--- src/rtl/llr_vec_pkg.sv ---
package llr_vec_pkg;

    typedef enum logic [1:0] {
        ST_IDLE,
        ST_ROW_SCAN,
        ST_COL_SCAN,
        ST_DONE
    } phase_t;

endpackage

--- src/rtl/llr_vec_match.sv ---
module llr_vec_match #(
    parameter int N     = 4,
    parameter int GF_W  = 4,
    localparam int IDX_W = (N > 1) ? $clog2(N) : 1
) (
    input  logic [GF_W-1:0]   key_gf,
    input  logic [N*GF_W-1:0] cand_gf_flat,
    output logic              hit,
    output logic [IDX_W-1:0]  hit_idx
);

    logic [N-1:0] eq_vec;

    genvar g;
    generate
        for (g = 0; g < N; g++) begin : g_cmp
            assign eq_vec[g] = (cand_gf_flat[g*GF_W +: GF_W] == key_gf);
        end
    endgenerate

    // lowest matching index wins
    always_comb begin
        hit     = 1'b0;
        hit_idx = '0;
        for (int i = N - 1; i >= 0; i--) begin
            if (eq_vec[i]) begin
                hit     = 1'b1;
                hit_idx = IDX_W'(i);
            end
        end
    end

endmodule

--- src/rtl/llr_vec_sorter.sv ---
module llr_vec_sorter #(
    parameter int N     = 4,
    parameter int GF_W  = 4,
    parameter int RES_W = 10
) (
    input  logic                    clk,
    input  logic                    rst_n,
    input  logic                    clear,
    input  logic                    ins_en,
    input  logic signed [RES_W-1:0] ins_llr,
    input  logic [GF_W-1:0]         ins_gf,
    output logic [N-1:0]            slot_valid,
    output logic [N*GF_W-1:0]       slot_gf_flat,
    output logic [N*RES_W-1:0]      slot_llr_flat
);

    logic signed [RES_W-1:0] llr_q [N];
    logic [GF_W-1:0]         gf_q  [N];
    logic [N-1:0]            valid_q;
    logic [N-1:0]            below;   // new value goes at or before this slot

    genvar g;
    generate
        for (g = 0; g < N; g++) begin : g_slot
            logic take_new;
            logic take_prev;

            assign below[g] = !valid_q[g] || (ins_llr < llr_q[g]);

            if (g == 0) begin : g_head
                assign take_new  = below[0];
                assign take_prev = 1'b0;
            end else begin : g_tail
                assign take_new  = below[g] && !below[g-1];
                assign take_prev = below[g-1];
            end

            always_ff @(posedge clk) begin
                if (!rst_n) begin
                    valid_q[g] <= 1'b0;
                    llr_q[g]   <= '0;
                    gf_q[g]    <= '0;
                end else if (clear) begin
                    valid_q[g] <= 1'b0;
                end else if (ins_en) begin
                    if (take_new) begin
                        valid_q[g] <= 1'b1;
                        llr_q[g]   <= ins_llr;
                        gf_q[g]    <= ins_gf;
                    end else if (take_prev) begin
                        if (g > 0) begin
                            valid_q[g] <= valid_q[(g > 0) ? g-1 : 0];
                            llr_q[g]   <= llr_q[(g > 0) ? g-1 : 0];
                            gf_q[g]    <= gf_q[(g > 0) ? g-1 : 0];
                        end
                    end
                end
            end

            assign slot_valid[g]                  = valid_q[g];
            assign slot_gf_flat[g*GF_W +: GF_W]   = gf_q[g];
            assign slot_llr_flat[g*RES_W +: RES_W] = llr_q[g];

            if (g < N - 1) begin : g_order_chk
                assert_sorted_prefix_R8: assert property (@(posedge clk) disable iff (!rst_n)
                    valid_q[g+1] |-> (valid_q[g] && (llr_q[g] <= llr_q[g+1])));
            end
        end
    endgenerate

    assert_head_insert_R8: assert property (@(posedge clk) disable iff (!rst_n)
        (ins_en && !clear && valid_q[0] && (ins_llr < llr_q[0]))
        |=> (llr_q[0] == $past(ins_llr)));

endmodule

--- src/rtl/llr_vec_addsub.sv ---
module llr_vec_addsub
    import llr_vec_pkg::*;
#(
    parameter int N     = 4,
    parameter int GF_W  = 4,
    parameter int LLR_W = 8,
    localparam int IDX_W = (N > 1) ? $clog2(N) : 1,
    localparam int RES_W = LLR_W + 2
) (
    input  logic                 clk,
    input  logic                 rst_n,
    input  logic                 start,
    input  logic                 sub_mode,
    output logic [IDX_W-1:0]     row_rd_idx,
    input  logic [GF_W-1:0]      row_gf,
    input  logic [LLR_W-1:0]     row_llr,
    input  logic [N*GF_W-1:0]    col_gf_flat,
    input  logic [N*LLR_W-1:0]   col_llr_flat,
    output logic                 done,
    output logic [N-1:0]         out_valid,
    output logic [N*GF_W-1:0]    out_gf_flat,
    output logic [N*RES_W-1:0]   out_llr_flat
);

    localparam logic [IDX_W-1:0] LAST_IDX = IDX_W'(N - 1);

    phase_t               state_q, state_d;
    logic [IDX_W-1:0]     cnt_q;
    logic                 sub_q;
    logic [N-1:0]         flags_q;
    logic [LLR_W-1:0]     row_comp_q;

    logic                 accept;
    logic                 last;
    logic                 hit;
    logic [IDX_W-1:0]     hit_idx;
    logic [LLR_W-1:0]     opnd_a, opnd_b;
    logic signed [RES_W-1:0] res;
    logic                 ins_en;
    logic [GF_W-1:0]      ins_gf;

    assign accept = (state_q == ST_IDLE) && start;
    assign last   = (cnt_q == LAST_IDX);

    llr_vec_match #(.N(N), .GF_W(GF_W)) u_match (
        .key_gf       (row_gf),
        .cand_gf_flat (col_gf_flat),
        .hit          (hit),
        .hit_idx      (hit_idx)
    );

    // next-state logic
    always_comb begin
        state_d = state_q;
        unique case (state_q)
            ST_IDLE:     if (start) state_d = ST_ROW_SCAN;
            ST_ROW_SCAN: if (last)  state_d = ST_COL_SCAN;
            ST_COL_SCAN: if (last)  state_d = ST_DONE;
            ST_DONE:                state_d = ST_IDLE;
            default:                state_d = ST_IDLE;
        endcase
    end

    // state register and round bookkeeping
    always_ff @(posedge clk) begin
        if (!rst_n) begin
            state_q    <= ST_IDLE;
            cnt_q      <= '0;
            sub_q      <= 1'b0;
            flags_q    <= '0;
            row_comp_q <= '0;
        end else begin
            state_q <= state_d;
            if (accept) begin
                cnt_q   <= '0;
                sub_q   <= sub_mode;
                flags_q <= '0;
            end else if (state_q == ST_ROW_SCAN || state_q == ST_COL_SCAN) begin
                cnt_q <= last ? '0 : cnt_q + 1'b1;
                if (state_q == ST_ROW_SCAN) begin
                    if (hit) flags_q[hit_idx] <= 1'b1;
                    if (last) row_comp_q <= row_llr;
                end
            end
        end
    end

    // outputs and datapath
    always_comb begin
        done       = (state_q == ST_DONE);
        row_rd_idx = cnt_q;
        opnd_a     = '0;
        opnd_b     = '0;
        ins_en     = 1'b0;
        ins_gf     = '0;
        unique case (state_q)
            ST_ROW_SCAN: begin
                opnd_a = row_llr;
                opnd_b = hit ? col_llr_flat[hit_idx*LLR_W +: LLR_W]
                             : col_llr_flat[(N-1)*LLR_W +: LLR_W];
                ins_en = 1'b1;
                ins_gf = row_gf;
            end
            ST_COL_SCAN: begin
                opnd_a = row_comp_q;
                opnd_b = col_llr_flat[cnt_q*LLR_W +: LLR_W];
                ins_en = !flags_q[cnt_q];
                ins_gf = col_gf_flat[cnt_q*GF_W +: GF_W];
            end
            default: ;
        endcase
        res = sub_q ? (signed'({2'b00, opnd_a}) - signed'({2'b00, opnd_b}))
                    : (signed'({2'b00, opnd_a}) + signed'({2'b00, opnd_b}));
    end

    llr_vec_sorter #(.N(N), .GF_W(GF_W), .RES_W(RES_W)) u_sorter (
        .clk           (clk),
        .rst_n         (rst_n),
        .clear         (accept),
        .ins_en        (ins_en),
        .ins_llr       (res),
        .ins_gf        (ins_gf),
        .slot_valid    (out_valid),
        .slot_gf_flat  (out_gf_flat),
        .slot_llr_flat (out_llr_flat)
    );

    assert_done_pulse_R10: assert property (@(posedge clk) disable iff (!rst_n)
        done |=> !done);

    assert_start_clears_R2: assert property (@(posedge clk) disable iff (!rst_n)
        accept |=> (out_valid == '0 && flags_q == '0 && sub_q == $past(sub_mode)));

    assert_row_index_step_R3: assert property (@(posedge clk) disable iff (!rst_n)
        (state_q == ST_ROW_SCAN && !last) |=> (row_rd_idx == $past(row_rd_idx) + 1'b1));

    assert_flagged_skip_R7: assert property (@(posedge clk) disable iff (!rst_n)
        (state_q == ST_COL_SCAN && flags_q[cnt_q])
        |=> ($stable(out_valid) && $stable(out_llr_flat) && $stable(out_gf_flat)));

    assert_mode_held_R2: assert property (@(posedge clk) disable iff (!rst_n)
        (state_q != ST_IDLE) |=> $stable(sub_q));

endmodule

--- config.mk ---
export PLATFORM = sky130hd
export DESIGN_NAME = llr_vec_addsub
export DESIGN_NICKNAME = d
export VERILOG_FILES = /design/src/rtl/llr_vec_pkg.sv /design/src/rtl/llr_vec_match.sv /design/src/rtl/llr_vec_sorter.sv /design/src/rtl/llr_vec_addsub.sv
export SDC_FILE = /design/constraint.sdc
export NUM_CORES = 1
export LEC_CHECK = 0
export ABC_CLOCK_PERIOD_IN_PS = 7700
export CAP_MARGIN = 20
export CORE_MARGIN = 4
export CORE_UTILIZATION = 51
export CTS_BUF_LIST = sky130_fd_sc_hd__clkbuf_16
export CTS_CLUSTER_DIAMETER = 120
export DETAILED_ROUTE_END_ITERATION = 8
export PLACE_DENSITY = 0.86
export SYNTH_ARGS = -nofsm -noshare
export SYNTH_HDL_FRONTEND = slang
export SYNTH_SLANG_ARGS = --single-unit
--- constraint.sdc ---
create_clock -name clk -period 7.7 [get_ports clk]
set_clock_uncertainty 0.2 [all_clocks]
set_input_delay 1.155 -clock clk [delete_from_list [all_inputs] [get_ports clk]]
set_output_delay 1.155 -clock clk [all_outputs]
set_load 0.02 [all_outputs]
; Word level (Yosys, flattened, before mapping)
; Memory sizes are Yosys's and may differ from the RTL's.
; Index checks and enable logic that the tools add are counted.
[totals]
reg_bits = 21
output_inout_bits = 63
ramBits = 56
n_memories = 2
[memory_table]
columns = memory, words, width, read_ports, rd_clocked_by_memory_dff, wr, line
row1 = u_sorter.llr_q, 4, 10, 4, 0, 4, llr_vec_sorter.sv:17  ; logic signed [RES_W-1:0] llr_q [N];
row2 = u_sorter.gf_q, 4, 4, 4, 0, 4, llr_vec_sorter.sv:18  ; logic [GF_W-1:0] gf_q [N];
[op_classes]
shifts = 3
order_cmp = 7
eq_ne = 11
reduce_logical = 30
addsub = 3
mux = 81
bitwise = 17
[op_table]
columns = cell, n
row1 = two-way mux 10 bit, 8
row2 = variable part select 32 x 6 -> 8 bit, 2
row3 = two-way mux 1 bit, 50
row4 = < comparator 10 bit, 4
row5 = case mux 8 bit (2 select lines), 2
row6 = two-way mux 4 bit, 7
row7 = == test 4 bit, 4
row8 = two-way mux 2 bit, 8
row9 = variable part select 16 x 5 -> 4 bit, 1
row10 = bitwise OR 1 bit, 14
row11 = adder 8 x 8 -> 9 bit, 1
row12 = subtractor 8 x 8 -> 9 bit, 1
row13 = logical NOT 1 bit, 8
row14 = two-way mux 8 bit, 1
row15 = case mux 2 bit (4 select lines), 1
row16 = case mux 4 bit (2 select lines), 1
row17 = AND reduction 2 bit, 4
row18 = "== test 2 bit, second input constant", 3
row19 = "< comparator 2 x 3 -> 1 bit, second input constant", 2
row20 = "!= test 2 bit, second input constant", 3
row21 = AND reduction 3 bit, 2
row22 = nonzero test 2 bit, 3
row23 = logical AND 1 bit, 5
row24 = logical OR 1 bit, 5
row25 = other kinds (11), 12

; Logic depth before layout (Yosys ltp)
[logic_depth]
depth_word = 21
ltp_mapped = 26
mapped_depth_nobuf = 22

; Hierarchy
; A second synthesis with hierarchy kept.
[hier_totals]
hier_cells = 589
area_unflattened_um2 = 5926.9
[modules_own_cells]
columns = module, area_per_inst_um2, cells_each, instances, seq_area_each_um2
row1 = llr_vec_sorter, 3383.2, 283, 1, 1761.7
row2 = llr_vec_addsub, 2298.5, 280, 1, 340.3
row3 = llr_vec_match, 245.2, 26, 1, 0.0

; Worst setup path before layout
; OpenSTA, ideal clock, no wires.
[synth_path]
path_kind = in2reg
from = in row_gf[3]
to = mem u_sorter.gf_q[2][0], enable pin
required_time_ns = 7.096
t_arrival_ns = 6.462
path_slack_ns = 0.634
setup_ns = 0.404
cell_stages = 23
path_buffers = 2
cell_sequence = buf_2 -> xnor2_1 -> nand4_2 -> nand3_2 -> nor2_1 -> a22oi_1 -> nand2_1 -> ha_1 -> inv_1 -> fa_1 -> o21ba_2 -> or3_1 -> a21o_1 -> a22o_1 -> xnor2_2 -> inv_1 -> ha_1 -> nand4_1 -> a21oi_1 -> o31ai_2 -> clkbuf_1 -> nor2_1 -> o21ai_0
[synth_lines]
columns = element, line
row1 = start: declaration, llr_vec_addsub.sv:15  ; input logic [GF_W-1:0] row_gf,
row2 = end: declaration, llr_vec_sorter.sv:18

==> results_dict.tcl <==
set metrics [dict create \
    outcome "completed" \
    syn_to_final_growth_pct 28.2 \
    synth_cell_types 73 \
    antenna_cells 0 \
    drive_above_1_share 0.0824 \
    hp-class "reg2reg" \
    switchingPower_uw 996 \
    critPathCaptureType "flop" \
    comb_power_share 0.551 \
    ctsResizeCount 0 \
    ys_seq_elements 77 \
    die_h_um 118 \
    critPathLaunchType "input port" \
    vias 5703 \
    drv_cap 0 \
    grt_pass1_wl_um 27900 \
    holdWs_ns 0.276 \
    syn_nets 790 \
    antenna_found_initial 0 \
    globalRouteOverflowTotal 0 \
    slew_headroom 0.388 \
    grt_pass1_vias 5839 \
    fp.dieArea_sq_um 13900 \
    numCtsBuffers 9 \
    syn_area_per_cell_sq_um 9.27 \
    first_pass_iters 5 \
    portBuffers 126 \
    final_antenna_net_count 0 \
    pwr-share-clk 0.196 \
    clk_pin_slew_ns 0.06 \
    synthArstFlopShare 0 \
    htree_levels 3 \
    arrival_ns 7.27 \
    max_stage_delay_ns 0.68 \
    wl_met1_um 6800 \
    finalSetupTns_ns 0 \
    drc 0 \
    drt_iter0_drc 444 \
    clk_latency_ns 0.34 \
    clock-sinks 77 \
    nets 909 \
    rows 39 \
    ir_drop_uv 221 \
    routed_via_density 6.12 \
    yosysWarnings 0 \
    die_w_um 118 \
    crit_fanout 10 \
    hold_buffers 0 \
    maxSlewViolCount 0 \
    synthCells 665 \
    rsz0062_at_grt "no" \
    post-cts-setup-buffers 0 \
    ys_seq_area_frac 0.341 \
    p_seq_frac 0.253 \
    dpl_cell_area_sq_um 7570 \
    drt-total-wl_um 17400 \
    cts_tree "built" \
    wl_per_cell_um 18.7 \
    powerDensity_nw_per_um2 297 \
    start_util 0.531 \
    grtUsageTotal 0.243 \
    route.met2.wl_um 8580 \
    top_layer "met4" \
    core_sq_um 11600 \
    p_leak_uw 0.00309 \
    fmax_mhz 137 \
    hold_viol 0 \
    synth_area_sq_um 6160 \
    grt_max_degree 46 \
    ios 127 \
    postLayoutCellArea_sq_um 7900 \
    switching_share 0.424 \
    clockBufferDepth 2 \
    power.internal_uw 1350 \
    r2r_slack_ns 1.12 \
    crit_path_top_delay_cell "nor3_2" \
    synth_edf_count 56 \
    total_power_uw 2350 \
    tightest_slew_ns 0.892 \
    cts_root_buf "clkbuf_16" \
    path_class "in2reg" \
    dr_wl_met3_um 1470 \
    period_minus_slack_ns 7.29 \
    cp_cell_sequence "clkdlybuf4s50_1, xnor2_1, nand4_2, nand3_2, nor2_1, a22oi_1, nand2_1, ha_1, inv_1, fa_1, o21ba_2, or3_1, a21o_1, a22o_1, xnor2_2, inv_1, ha_1, nand4_1, a21oi_1, o31ai_4, nor3_2, o21ai_0, a21oi_1" \
    cp.required_ns 7.67 \
    dp_hpwl_um 13700 \
    synth_ff_type "edfxtp_1" \
    fin_crit_sh 0.947 \
    gp_congestion 0.909 \
    setup_violations 0 \
]
## power groups by stage
stage | sequential, uW | clock, uW | combinational [uW]
after floorplan | 643 | 0 | 795
after global placement | 600 | 0 | 1190
after detailed placement | 603 | 0 | 1260
after CTS | 595 | 462 | 1280
after global routing | 604 | 479 | 1410
final | 595 | 460 | 1290
## worst paths after layout
| check | from | end | cells past startpoint |
|---|---|---|---|
| min | flags_q[3]$_SDFFE_PP0P_ | flags_q[3]$_SDFFE_PP0P_ | 2 |
| min reg2reg | flags_q[3]$_SDFFE_PP0P_ | flags_q[3]$_SDFFE_PP0P_ | 2 |
| max | row_gf[0] | u_sorter.llr_q[2][7]$_SDFFCE_PN0P_ | 23 |
| max reg2reg | state_q[0]$_SDFFE_PN0P_ | u_sorter.llr_q[2][7]$_SDFFCE_PN0P_ | 22 |
## routing by layer
| metal | GRT usage | up-vias |
|---|---|---|
| met2 | 0.429 | 342 |
| met3 | 0.0620 | 49 |
| met1 | 0.281 | 2661 |
| met4 | 0.0982 | 0 |
| met5 | 0 | - |
| li1 | - | 2651 |
## critical path, delay by kind of cell
kind	cells	cell delay (ns)
AND/OR/NAND/NOR	7	2.22
buffers and inverters	3	0.84
AO/OA/AOI/OAI	8	1.74
adder cells (fa/ha/maj)	3	0.88
XOR/XNOR	2	0.41
## logic make-up after synthesis
kind of cell | after synthesis | share of synthesized area
fa+ha+maj | 61 | 0.126
flops | 77 | 0.341
xor+xnor | 19 | 0.0282
mux | 28 | 0.0719
simple gates | 217 | 0.181
compound gates | 168 | 0.189
buf+inv | 95 | 0.0633
## metrics by stage
| step | utilization | std cells | setup slack [ns] |
|---|---|---|---|
| CTS | 0.680 | 931 | 0.538 |
| global route | 0.680 | 932 | 0.0514 |
| finish | 0.680 | 932 | 0.407 |
| floorplan | - | 665 | 0.634 |
| detailed placement | 0.652 | 915 | 0.202 |
| global placement | 0.652 | 915 | 0.435 |
## cells in the mapped netlist, types with 14 or more instances
cell type  instances  area share
dfxtp_1           21       0.068
o211ai_1          17       0.021
a22oi_1           15       0.018
nand2_1           62       0.038
a21oi_1           50       0.041
nand3_1           24       0.019
nor2_1            45       0.027
edfxtp_1          56        0.27
mux2i_1           15       0.024
ha_1              59        0.12
o21ai_0           24       0.019
inv_1             58       0.035
xnor2_1           14       0.020
buf_2             18       0.015
nor2b_1           15       0.015
clkbuf_1          15      0.0091
## state kept, by name, indices dropped and copies added (netlist names)
signal               flops
u_sorter.gf_q           16
row_comp_q               8
sub_q                    1
u_sorter.slot_valid      4
state_q                  2
row_rd_idx               2
u_sorter.llr_q          40
flags_q                  4
## placed cells by master, fill, tap and decap left out, types with 15 or more instances in the layout
cell type / count
edfxtp_1: 56
nor2b_1: 15
o21ai_0: 20
mux2i_1: 15
ha_1: 59
inv_1: 58
nand3_1: 24
nand2_1: 62
clkdlybuf4s50_1: 126
nor2_1: 45
a21oi_1: 50
buf_4: 18
o211ai_1: 17
dfxtp_1: 21
a22oi_1: 15
## cell type report
type                    instances  area [sq um]
repair buffers                144          1400
fillers                       882          3710
multi-input cells             493          3680
clock inverters                 7          98.8
flip-flops and latches         77          2100
well taps                     143           179
inverters                      59           221
clock buffers                   9           225
(Power assumes the default switching activity.)
